<file path="src/rtl/colshift_pkg.sv">
package colshift_pkg;

    // width of one column code
    localparam int SYM_W = 2;

    typedef logic [SYM_W-1:0] sym_t;

endpackage

</file>
<file path="src/rtl/colshift_feed.sv">
module colshift_feed
    import colshift_pkg::*;
#(
    parameter int LANES = 4
) (
    input  logic                   shift_en,
    input  logic                   cs_n,
    input  logic [LANES*SYM_W-1:0] lanes_i,
    output logic                   shift_o,
    output sym_t                   slot_o [LANES]
);

    // slot j is the symbol placed j columns in from the active entry end
    for (genvar j = 0; j < LANES; j++) begin : g_slot
        assign slot_o[j] = lanes_i[j*SYM_W +: SYM_W];
    end

    // a shift counts only when the strobe fires with the chip selected
    assign shift_o = shift_en & ~cs_n;

endmodule

</file>
<file path="src/rtl/colshift_store.sv">
module colshift_store
    import colshift_pkg::*;
#(
    parameter int LANES      = 4,
    parameter int LANE_DEPTH = 80,
    localparam int COLS      = LANES * LANE_DEPTH
) (
    input  logic clk,
    input  logic rst,
    input  logic shift_i,
    input  logic dir,
    input  sym_t slot_i [LANES],
    output sym_t col_o  [COLS]
);

    typedef struct {
        sym_t col [COLS];
    } row_t;

    row_t row_d, row_q;

    always_comb begin
        row_d = row_q;
        if (rst) begin
            for (int c = 0; c < COLS; c++) begin
                row_d.col[c] = '0;
            end
        end else if (shift_i) begin
            if (dir) begin
                // forward: travel toward the high column numbers
                for (int c = 0; c < COLS - LANES; c++) begin
                    row_d.col[c + LANES] = row_q.col[c];
                end
                for (int j = 0; j < LANES; j++) begin
                    row_d.col[j] = slot_i[j];
                end
            end else begin
                // reverse: travel toward column 1
                for (int c = 0; c < COLS - LANES; c++) begin
                    row_d.col[c] = row_q.col[c + LANES];
                end
                for (int j = 0; j < LANES; j++) begin
                    row_d.col[COLS-1-j] = slot_i[j];
                end
            end
        end
    end

    always_ff @(posedge clk) begin
        row_q <= row_d;
    end

    assign col_o = row_q.col;

endmodule

</file>
<file path="src/rtl/colshift_pack.sv">
module colshift_pack
    import colshift_pkg::*;
#(
    parameter int COLS = 320,
    localparam int FW  = COLS * SYM_W
) (
    input  sym_t            col_i [COLS],
    output logic [FW-1:0]   frame_o
);

    for (genvar c = 0; c < COLS; c++) begin : g_col
        assign frame_o[c*SYM_W +: SYM_W] = col_i[c];
    end

endmodule

</file>
<file path="src/rtl/colshift_top.sv">
module colshift_top
    import colshift_pkg::*;
#(
    parameter int LANES      = 4,
    parameter int LANE_DEPTH = 80,
    localparam int COLS      = LANES * LANE_DEPTH,
    localparam int FW        = COLS * SYM_W,
    localparam int LW        = LANES * SYM_W
) (
    input  logic          clk,
    input  logic          rst,
    input  logic          shift_en,
    input  logic          cs_n,
    input  logic          dir,
    input  logic [LW-1:0] lanes_i,
    output logic [FW-1:0] frame_o
);

    logic shift_w;
    sym_t slot_w [LANES];
    sym_t col_w  [COLS];

    colshift_feed #(.LANES(LANES)) u_feed (
        .shift_en (shift_en),
        .cs_n     (cs_n),
        .lanes_i  (lanes_i),
        .shift_o  (shift_w),
        .slot_o   (slot_w)
    );

    colshift_store #(.LANES(LANES), .LANE_DEPTH(LANE_DEPTH)) u_store (
        .clk     (clk),
        .rst     (rst),
        .shift_i (shift_w),
        .dir     (dir),
        .slot_i  (slot_w),
        .col_o   (col_w)
    );

    colshift_pack #(.COLS(COLS)) u_pack (
        .col_i   (col_w),
        .frame_o (frame_o)
    );

endmodule

</file>
<file path="config.mk">
export PLATFORM = sky130hd
export DESIGN_NAME = colshift_top
export DESIGN_NICKNAME = d
export VERILOG_FILES = /design/src/rtl/colshift_pkg.sv /design/src/rtl/colshift_feed.sv /design/src/rtl/colshift_store.sv /design/src/rtl/colshift_pack.sv /design/src/rtl/colshift_top.sv
export SDC_FILE = /design/constraint.sdc
export NUM_CORES = 1
export LEC_CHECK = 0
export BUFFER_PORTS_ARGS = -buffer_cell sky130_fd_sc_hd__buf_2
export CORE_AREA = 2 2 254 256
export CTS_CLUSTER_SIZE = 24
export DETAILED_ROUTE_END_ITERATION = 10
export DIE_AREA = 0 0 256 258
export HOLD_SLACK_MARGIN = 0.12
export PLACE_DENSITY = 0.69
export SLEW_MARGIN = 30
export SYNTH_ARGS = -nofsm -noshare
export SYNTH_HDL_FRONTEND = slang
export SYNTH_SLANG_ARGS = --single-unit
</file>
<file path="constraint.sdc">
create_clock -name clk -period 1.54 [get_ports clk]
set_input_delay 0.154 -clock clk [delete_from_list [all_inputs] [get_ports clk]]
set_output_delay 0.154 -clock clk [all_outputs]
set_load 0.05 [all_outputs]
</file>
==> impl_metrics.csv, run 1 <==
group,metric,value,unit
global_routing,grt_first_pass_wirelength,128000,um
timing,slew-limit-headroom,68.3,%
timing,max_slew.worst_pin.slew,0.476,ns
timing,timing.final.crit_share,97.5,%
finish,final_layout_size_suffix_gt1_share,27.1,%
pwr,power.ir.vdd_worst,0.000852,V
setup_path,cpMaxStageDelayCell,"sky130_fd_sc_hd__dfxtp_1",
timing,timing_hold_violations_final,0,
timing,finalHoldWorstSlack,0.156,ns
global_routing,maximum_number_of_pins_on_one_net_before_global_route_repair,84,
setup_path,critical_path_class,"reg -> out",
routing,ant_nets,0,
setup_path,worst_setup_path_start_kind,"flip-flop",
clocking,clock-sinks,640,
setup_path,critPathMaxStageDelay,0.42,ns
timing,setup_viol,0,
setup_path,cp.buffers_inverters,1,
clocking,cts_tree,"yes",
clocking,cts_htree_levels,3,
routing,num_vias,23401,
finish,final_cell_count_no_fill,4303,
global_routing,track_usage,23.6,%
job,maxCapViolCount,0,
floorplan,initial_utilization,45.5,%
routing,drc_errors,0,
clocking,clockBufferDepth,3,
clocking,clk_pin_slew_worst_paths,0.06,ns
yosys,syn-instance-count,2845,
floorplan,row_count,93,
routing,detail_route.first_pass.iterations,7,
yosys,synth_top_cell_area_share,44.2,%
yosys,synth-warning-count,0,
yosys,post_synthesis_cell_type_count,13,
floorplan,top_ports,653,
setup_path,path_delay_family,"flip-flops",
setup_path,crit_path_cell_trace,"buf_2",
routing,post_detailed_routing_wire_length,81100,um
timing,worst_clock_skew,0.0289,ns
clocking,cts.root.buffer_cell,"sky130_fd_sc_hd__clkbuf_16",
timing,report.final.slew_viol_count,0,
routing,drtIter0Drc,1539,
finish,layout_common_cells,"sky130_fd_sc_hd__mux2i_1, sky130_fd_sc_hd__nor2_1, sky130_fd_sc_hd__dfxtp_1, sky130_fd_sc_hd__a211oi_1, sky130_fd_sc_hd__buf_2",
routing,wl_per_cell,18.9,um
clocking,insertion_delay,0.62,ns
floorplan,die_area,66000,um^2
setup_path,worstPathRequired,1.39,ns
finish,synthToLayoutAreaGrowth,21.9,%
placed_design,port_buffers,652,
pwr,power.density_cell_area,1270,nW/um^2
setup_path,end_kind,"output pin",
finish,largest_reg_flops,640,
yosys,synthDominantAreaCellType,"sky130_fd_sc_hd__dfxtp_1",
yosys,synth_area_leaders,"sky130_fd_sc_hd__dfxtp_1, sky130_fd_sc_hd__mux2i_1, sky130_fd_sc_hd__a211oi_1",
placed_design,detailed_place_hpwl,57100,um
yosys,synth_nets,2858,
finish,layout.nets,3414,
clocking,cts-buffers-inserted,71,
outcome,status,"completed",
timing,fmaxAchievable,666,MHz
routing,via_per_inst,5.44,
min_path,timing.hold.worst.class,"in -> reg",
timing,post-route-min-period,1.50,ns
yosys,synth_sequential_area_ratio,44.2,%
global_routing,global_route.overflow_total,0,
clocking,cts_setup_buffers,0,
floorplan,floorplan.core_area,63600,um^2
global_routing,grt_pass1_vias,22117,
pwr,power_leakage,15.5,nW
floorplan,chipWidth,256,um
placed_design,dpl.cell_count,4172,
finish,n_antenna_cell,0,
floorplan,die_height,258,um
yosys,yosys_register_bits,640,
global_routing,grt_antenna_before_repair,0,
placed_design,gp_routability_congestion,0.858,
yosys,synth_area_per_cell,10.2,um^2
yosys,synth.cell_area,29000,um^2
setup_path,worstPathArrival,1.35,ns
setup_path,timing.critical_path.fanout_max,4,
## routing by layer
layer | routed length, um | global-route usage, %
met5 | 0 | 0
met4 | 2750 | 8.97
met3 | 5170 | 6.25
met2 | 37700 | 38.1
met1 | 35500 | 30.3
## where the power goes
group / internal (W) / switching (W) / leakage [nW]
Sequential: 0.0176 / 0.00132 / 5.27
Combinational: 0.00266 / 0.00642 / 9.08
Clock: 0.00996 / 0.00704 / 1.14
Total: 0.0302 / 0.0148 / 15.5
## per-stage QoR
stage / worst slack (ns) / utilization (%) / setup TNS, ns / power, W / area, um^2
final: 0.0390 / 55.5 / 0 / 0.0450 / 35300
after global routing: -0.00248 / 55.5 / -0.00248 / 0.0467 / 35300
after CTS: 0.000171 / 55.1 / 0 / 0.0453 / 35100
after detailed placement: 0.00966 / 51.1 / 0 / 0.0282 / 32500
after global placement: 0.0637 / 51.1 / 0 / 0.0281 / 32500
after floorplan: 0.424 / - / 0 / 0.0261 / 29000
## synth_stat cells
| cell type | n |
|---|---|
| sky130_fd_sc_hd__a211oi_1 | 581 |
| sky130_fd_sc_hd__a211oi_2 | 59 |
| sky130_fd_sc_hd__buf_1 | 2 |
| sky130_fd_sc_hd__buf_12 | 55 |
| sky130_fd_sc_hd__buf_2 | 128 |
| sky130_fd_sc_hd__buf_4 | 11 |
| sky130_fd_sc_hd__buf_6 | 11 |
| sky130_fd_sc_hd__buf_8 | 1 |
| sky130_fd_sc_hd__clkbuf_1 | 76 |
| sky130_fd_sc_hd__dfxtp_1 | 640 |
| sky130_fd_sc_hd__mux2i_1 | 640 |
| sky130_fd_sc_hd__nor2_1 | 640 |
| sky130_fd_sc_hd__nor2b_2 | 1 |
## timing repair
item	in CTS	in global routing
endpoints found under the setup margin	43	87
resized for setup	50	92
hold buffers	11	0
hold endpoints to repair	73	0
## kinds of logic (layout without fill, tap and decap cells)
kind of cell           after synthesis  count (layout)  synth area share, %
AOI/OAI and AO/OA                  640             640                 17.6
buffers and inverters              284             887                 7.78
DFF                                640             640                 44.2
muxes                              640             640                 22.1
and+or+nand+nor                    641             641                 8.32
## worst paths after layout
check,from,to,slack (ns),depth (start not counted)
min reg2reg,u_store.col_o[7]$_SDFFE_PP0P_,u_store.col_o[7]$_SDFFE_PP0P_,0.51,2
min,shift_en,u_store.col_o[357]$_SDFFE_PP0P_,0.16,5
max reg2reg,u_store.col_o[15]$_SDFFE_PP0P_,u_store.col_o[23]$_SDFFE_PP0P_,0.62,2
max,u_store.col_o[339]$_SDFFE_PP0P_,frame_o[301],0.04,1
## layout make-up
cell class / instances / area, um^2
clock inverter: 20 / 244
multi-input combinational: 1921 / 13900
tap: 855 / 1070
sequential: 640 / 12800
fill: 5556 / 28300
timing repair buffer: 767 / 5180
clock buffer: 100 / 2080
Note: power is estimated with default switching activity, not from simulation.
==> inputs of run 2 (changes only) <==
--- a/config.mk
+++ b/config.mk
@@ -6,13 +6,14 @@
 export NUM_CORES = 1
 export LEC_CHECK = 0
 export BUFFER_PORTS_ARGS = -buffer_cell sky130_fd_sc_hd__buf_2
-export CORE_AREA = 2 2 254 256
+export CORE_AREA = 2 2 256 258
 export CTS_CLUSTER_SIZE = 24
 export DETAILED_ROUTE_END_ITERATION = 10
-export DIE_AREA = 0 0 256 258
+export DIE_AREA = 0 0 258 260
 export HOLD_SLACK_MARGIN = 0.12
-export PLACE_DENSITY = 0.69
+export PLACE_DENSITY = 0.76
 export SLEW_MARGIN = 30
 export SYNTH_ARGS = -nofsm -noshare
 export SYNTH_HDL_FRONTEND = slang
+export SYNTH_HIERARCHICAL = 1
 export SYNTH_SLANG_ARGS = --single-unit
==> impl_metrics.csv, run 2 <==
group,metric,value,unit
clocking,clock-sinks,640,
yosys,syn-instance-count,3493,
global_routing,global_route.overflow_total,0,
placed_design,gp_routability_congestion,0.867,
placed_design,port_buffers,652,
setup_path,worstPathArrival,1.35,ns
yosys,yosysMostFrequentCell,"sky130_fd_sc_hd__buf_4",
min_path,end_point_of_the_most_critical_hold_path,"u_store/col_o[458]$_SDFFE_PP0P_",
yosys,synth_sequential_area_ratio,38.2,%
yosys,synth_top_cell_area_share,38.2,%
min_path,min_delay_path_depth,4,
global_routing,maximum_number_of_pins_on_one_net_before_global_route_repair,77,
min_path,timing.hold.worst.class,"in -> reg",
yosys,synth.cell_area,33500,um^2
setup_path,r2r_cells,2,
timing,fmaxAchievable,663,MHz
setup_path,critical_path_class,"reg -> out",
routing,wl_per_cell,19.2,um
setup_path,crit_path_cell_trace,"buf_2",
setup_path,critPathMaxStageDelay,0.44,ns
setup_path,path_delay_family,"flip-flops",
pwr,power.ir.vdd_worst,0.000912,V
timing,slew-limit-headroom,71.0,%
finish,layout_common_cells,"sky130_fd_sc_hd__mux2i_1, sky130_fd_sc_hd__nor2_1, sky130_fd_sc_hd__a211oi_1, sky130_fd_sc_hd__dfxtp_1, sky130_fd_sc_hd__buf_2",
yosys,synthDominantAreaCellType,"sky130_fd_sc_hd__dfxtp_1",
setup_path,critical_path.reg2reg.endpoint,"u_store/col_o[619]$_SDFFE_PP0P_",
finish,n_antenna_cell,0,
floorplan,die_area,67100,um^2
setup_path,worstPathRequired,1.39,ns
setup_path,rr_startpoint,"u_store/col_o[611]$_SDFFE_PP0P_",
job,maxCapViolCount,0,
setup_path,regToRegSetupSlack,0.54,ns
clocking,clockBufferDepth,3,
routing,via_per_inst,5.58,
routing,ant_nets,0,
pwr,power_leakage,15.4,nW
yosys,synth_top_flop_cell,"sky130_fd_sc_hd__dfxtp_1",
floorplan,floorplan.core_area,64100,um^2
clocking,cts_setup_buffers,0,
global_routing,grt_first_pass_wirelength,129000,um
pwr,totalPowerFinal,0.0448,W
floorplan,die_height,260,um
min_path,hold_path.startpoint,"dir",
global_routing,grt_antenna_before_repair,0,
finish,layout.nets,3424,
pwr,power.density_cell_area,1280,nW/um^2
floorplan,initial_utilization,52.3,%
yosys,synth_nets,3506,
clocking,clk_pin_slew_worst_paths,0.06,ns
timing,worst_clock_skew,0.0233,ns
yosys,yosys_register_bits,640,
setup_path,timing.critical_path.fanout_max,4,
timing,max_slew.worst_pin.slew,0.436,ns
timing,final_tns_setup,0,ns
floorplan,chipWidth,258,um
routing,post_detailed_routing_wire_length,82700,um
routing,detail_route.first_pass.iterations,5,
timing,post-route-min-period,1.51,ns
finish,final_layout_size_suffix_gt1_share,25.5,%
outcome,status,"completed",
finish,synthToLayoutAreaGrowth,4.26,%
timing,timing_hold_violations_final,0,
setup_path,worst_setup_path_start_kind,"flip-flop",
setup_path,cpMaxStageDelayCell,"sky130_fd_sc_hd__dfxtp_1",
setup_path,cp.buffers_inverters,1,
clocking,cts.root.buffer_cell,"sky130_fd_sc_hd__clkbuf_16",
timing,timing.final.crit_share,98.0,%
routing,drtIter0Drc,2000,
clocking,cts_htree_levels,3,
placed_design,detailed_place_hpwl,58500,um
yosys,synth-async-reset-ratio,0,%
yosys,synth_area_leaders,"sky130_fd_sc_hd__dfxtp_1, sky130_fd_sc_hd__mux2i_1, sky130_fd_sc_hd__buf_4",
yosys,synth_area_per_cell,9.60,um^2
clocking,insertion_delay,0.60,ns
yosys,post_synthesis_cell_type_count,11,
setup_path,end_kind,"output pin",
yosys,synth-warning-count,6,
yosys,synth_common_cells,"sky130_fd_sc_hd__buf_4, sky130_fd_sc_hd__a211oi_1, sky130_fd_sc_hd__dfxtp_1, sky130_fd_sc_hd__mux2i_1, sky130_fd_sc_hd__nor2_1",
clocking,cts-buffers-inserted,69,
global_routing,grt_pass1_vias,22386,
floorplan,row_count,93,
timing,rsz0062_at_grt,"no",
routing,num_vias,24077,
finish,largest_reg_flops,640,
global_routing,track_usage,23.3,%
floorplan,top_ports,653,
timing,setup_viol,0,
yosys,synth_edf_count,0,
timing,report.final.slew_viol_count,0,
routing,drc_errors,0,
finish,utilization,54.5,%
clocking,cts_tree,"yes",
run 2: cell type report:
cell class / count / area [um^2]
fill: 5482 / 29100
tap: 855 / 1070
clock inverter: 20 / 287
clock buffer: 98 / 2030
timing repair buffer: 779 / 5140
multi-input combinational: 1921 / 13600
sequential: 640 / 12800
run 2: power breakdown:
part	total [W]	internal [W]	leakage (nW)	switching [W]
clock network	0.0168	0.00991	1.13	0.00691
logic	0.00903	0.00260	9.01	0.00643
registers	0.0189	0.0176	5.27	0.00132
total	0.0448	0.0301	15.4	0.0147
run 2: worst max-delay path by stage:
| stage | slack, ns | end | cells after the start | start |
|---|---|---|---|---|
| floorplan | 0.36 | u_store/col_o[0]$_SDFFE_PP0P_ | 5 | shift_en |
| global placement | 0.12 | u_store/col_o[391]$_SDFFE_PP0P_ | 7 | cs_n |
| detailed placement | 0.06 | u_store/col_o[190]$_SDFFE_PP0P_ | 7 | cs_n |
| CTS | 0.0002 | frame_o[418] | 1 | u_store/col_o[220]$_SDFFE_PP0P_ |
| global route | 0.0003 | frame_o[56] | 1 | u_store/col_o[582]$_SDFFE_PP0P_ |
| finish | 0.03 | frame_o[210] | 1 | u_store/col_o[428]$_SDFFE_PP0P_ |
run 2: what timing repair did:
item                       in CTS  in global routing
gates resized for setup        36                 26
hold buffers                   10                  0
cloned                          0                  0
setup endpoints to repair      29                 26
hold endpoints to repair       49                  0
run 2: cell families (layout without fill, tap and decap cells):
kind of cell    count (synthesis)  in the layout  share of synthesized area (%)
mux                           640            640                           19.1
flops                         640            640                           38.2
simple gates                  641            641                           7.20
compound gates                640            640                           14.3
buf+inv                       932            897                           21.2
run 2: routing by layer:
metal	up-vias	part of all wire (%)	GRT usage (%)
met5	-	0	0
met4	0	3.2	9.10
met3	153	6.1	4.77
met2	801	48	37.9
met1	11559	43	30.3
li1	11564	-	-
run 2: stage by stage:
stage	hold WS, ns	setup WS, ns	area (um^2)	std cells
final	0.174	0.0310	35000	4313
after floorplan	0.475	0.360	33500	3493
after CTS	0.131	0.000154	34900	4313
after global placement	0.487	0.124	32400	4185
after detailed placement	0.494	0.0563	32400	4185
after global routing	0.161	0.000339	35000	4313
==> inputs of run 3 (changes only) <==
--- a/config.mk
+++ b/config.mk
@@ -6,12 +6,14 @@
 export NUM_CORES = 1
 export LEC_CHECK = 0
 export BUFFER_PORTS_ARGS = -buffer_cell sky130_fd_sc_hd__buf_2
-export CORE_AREA = 2 2 256 258
+export CELL_PAD_IN_SITES_DETAIL_PLACEMENT = 1
+export CELL_PAD_IN_SITES_GLOBAL_PLACEMENT = 1
+export CORE_MARGIN = 2
+export CORE_UTILIZATION = 43
 export CTS_CLUSTER_SIZE = 24
 export DETAILED_ROUTE_END_ITERATION = 10
-export DIE_AREA = 0 0 258 260
 export HOLD_SLACK_MARGIN = 0.12
-export PLACE_DENSITY = 0.76
+export PLACE_DENSITY_LB_ADDON = 0.1
 export SLEW_MARGIN = 30
 export SYNTH_ARGS = -nofsm -noshare
 export SYNTH_HDL_FRONTEND = slang
==> impl_metrics.csv, run 3 (synthesis results as in run 2) <==
group,metric,value,unit
timing,slew-limit-headroom,65.4,%
placed_design,detailed_place_hpwl,71700,um
finish,layout_common_cells,"sky130_fd_sc_hd__mux2i_1, sky130_fd_sc_hd__nor2_1, sky130_fd_sc_hd__a211oi_1, sky130_fd_sc_hd__dfxtp_1, sky130_fd_sc_hd__buf_2",
min_path,hold_path.startpoint,"dir",
pwr,power.density_cell_area,1300,nW/um^2
timing,setup_viol,0,
global_routing,grt_pass1_vias,24860,
global_routing,grt_first_pass_wirelength,152000,um
routing,wl_per_cell,21.8,um
timing,fmaxAchievable,661,MHz
setup_path,r2r_cells,2,
setup_path,cpMaxStageDelayCell,"sky130_fd_sc_hd__dfxtp_1",
routing,ant_nets,0,
timing,max_slew.worst_pin.slew,0.519,ns
timing,report.final.slew_viol_count,0,
floorplan,floorplan.core_area,77300,um^2
floorplan,chipWidth,283,um
setup_path,worstPathRequired,1.39,ns
placed_design,gp_routability_congestion,0.810,
floorplan,initial_utilization,43.4,%
timing,timing.final.crit_share,98.3,%
outcome,status,"completed",
routing,num_vias,24223,
timing,post-route-min-period,1.51,ns
setup_path,critical_path.startpoint,"u_store/col_o[635]$_SDFFE_PP0P_",
pwr,totalPowerFinal,0.0462,W
finish,fillerInstances,8814,
finish,layout.nets,3454,
placed_design,port_buffers,652,
pwr,swShare,33.1,%
pwr,power.ir.vdd_worst,0.000817,V
placed_design,dpl_cell_area,32800,um^2
pwr,power.combinational.fraction,20.2,%
global_routing,track_usage,23.5,%
pwr,power_leakage,15.6,nW
clocking,cts-buffers-inserted,74,
pwr,cell_internal_pwr,0.0309,W
timing,worst_clock_skew,0.0227,ns
setup_path,worstPathArrival,1.36,ns
finish,stdcell_area,35700,um^2
pwr,power.net_switching,0.0153,W
setup_path,regToRegSetupSlack,0.61,ns
timing,rsz0062_at_grt,"yes",
timing,final_tns_setup,0,ns
floorplan,die_height,283,um
routing,via_per_inst,5.34,
job,maxCapViolCount,0,
setup_path,rr_startpoint,"u_store/col_o[620]$_SDFFE_PP0P_",
pwr,clkPwrFrac,38.8,%
clocking,clockBufferDepth,3,
finish,final_layout_size_suffix_gt1_share,26.2,%
clocking,clk_pin_slew_worst_paths,0.06,ns
setup_path,critical_path.reg2reg.endpoint,"u_store/col_o[628]$_SDFFE_PP0P_",
setup_path,worst_setup_path_start_kind,"flip-flop",
setup_path,path_depth,1,
floorplan,die_area,80300,um^2
clocking,cts_htree_levels,3,
setup_path,crit_path_cell_trace,"buf_2",
clocking,cts_setup_buffers,0,
floorplan,top_ports,653,
min_path,min_delay_path_depth,4,
finish,synthToLayoutAreaGrowth,6.40,%
setup_path,timing.critical_path.fanout_max,3,
routing,post_detailed_routing_wire_length,99100,um
clocking,cts.root.buffer_cell,"sky130_fd_sc_hd__clkbuf_16",
timing,timing_hold_violations_final,0,
clocking,cts_tree,"yes",
min_path,timing.hold.worst.class,"in -> reg",
finish,largest_reg_flops,640,
global_routing,grt_antenna_before_repair,3,
floorplan,row_count,102,
setup_path,end_kind,"output pin",
global_routing,maximum_number_of_pins_on_one_net_before_global_route_repair,102,
routing,drtIter0Drc,1138,
finish,utilization,46.1,%
routing,detail_route.first_pass.iterations,5,
global_routing,global_route.overflow_total,0,
clocking,clock-sinks,640,
pwr,seq_power_share,41.0,%
routing,drc_errors,0,
clocking,insertion_delay,0.61,ns
setup_path,critPathMaxStageDelay,0.43,ns
setup_path,cp.buffers_inverters,1,
min_path,end_point_of_the_most_critical_hold_path,"u_store/col_o[27]$_SDFFE_PP0P_",
setup_path,critical_path_class,"reg -> out",
setup_path,path_delay_family,"flip-flops",
## run 3: cell count changes in the layout (fill, tap and decap cells not counted), moves of 5 or more
cell / delta
sky130_fd_sc_hd__buf_4: +56
sky130_fd_sc_hd__buf_2: -53
sky130_fd_sc_hd__clkbuf_4: +19
sky130_fd_sc_hd__buf_12: -7
sky130_fd_sc_hd__clkbuf_1: +6
sky130_fd_sc_hd__clkbuf_16: +6
sky130_fd_sc_hd__buf_6: +5
## run 3: power groups by stage
stage	Clock, W	Sequential [W]	Combinational [W]
after floorplan	0	0.0188	0.00875
after CTS	0.0184	0.0190	0.00936
after global placement	0	0.0193	0.00901
after detailed placement	0	0.0193	0.00923
after global routing	0.0190	0.0191	0.00990
final	0.0179	0.0189	0.00936
## run 3: repair_timing
item | in CTS | in global routing
resized for setup | 67 | 57
hold buffers | 11 | 0
pin swaps | 0 | 0
hold endpoints to repair | 89 | 0
gates cloned | 0 | 1
endpoints found under the setup margin | 62 | 62
## run 3: final cells by class
type	count	area (um^2)	share of cell area, %
Antenna cell	1	2.50	0.00701
Tap cell	1040	1300	3.65
Sequential cell	640	12800	35.9
Clock inverter	22	254	0.712
Multi-Input combinational cell	1921	13600	38.2
Clock buffer	111	2200	6.17
Timing Repair Buffer	804	5470	15.3
## run 3: routing by layer
layer	GRT usage, %	up-vias	wire [um]
met1	28.2	11909	41800
met4	9.13	4	3660
met5	0	-	23
li1	-	11627	-
met3	5.83	163	5430
met2	40.3	520	48200
## run 3: stage by stage
stage          setup slack, ns  hold WS [ns]  std cells
2_1_floorplan            0.360         0.475       3493
3_3_place_gp            0.0564         0.476       4393
3_5_place_dp           -0.0446         0.483       4393
4_1_cts              0.0000874         0.134       4537
5_1_grt                -0.0146         0.170       4539
6_report                0.0261         0.163       4539
## run 3: worst max path at each step
stage          slack [ns]                         endpoint
4_1_cts           0.00009                     frame_o[423]
5_1_grt             -0.01  u_store/col_o[152]$_SDFFE_PP0P_
3_5_place_dp        -0.04  u_store/col_o[116]$_SDFFE_PP0P_
3_3_place_gp         0.06  u_store/col_o[120]$_SDFFE_PP0P_
6_report             0.03                       frame_o[5]
2_1_floorplan        0.36    u_store/col_o[0]$_SDFFE_PP0P_
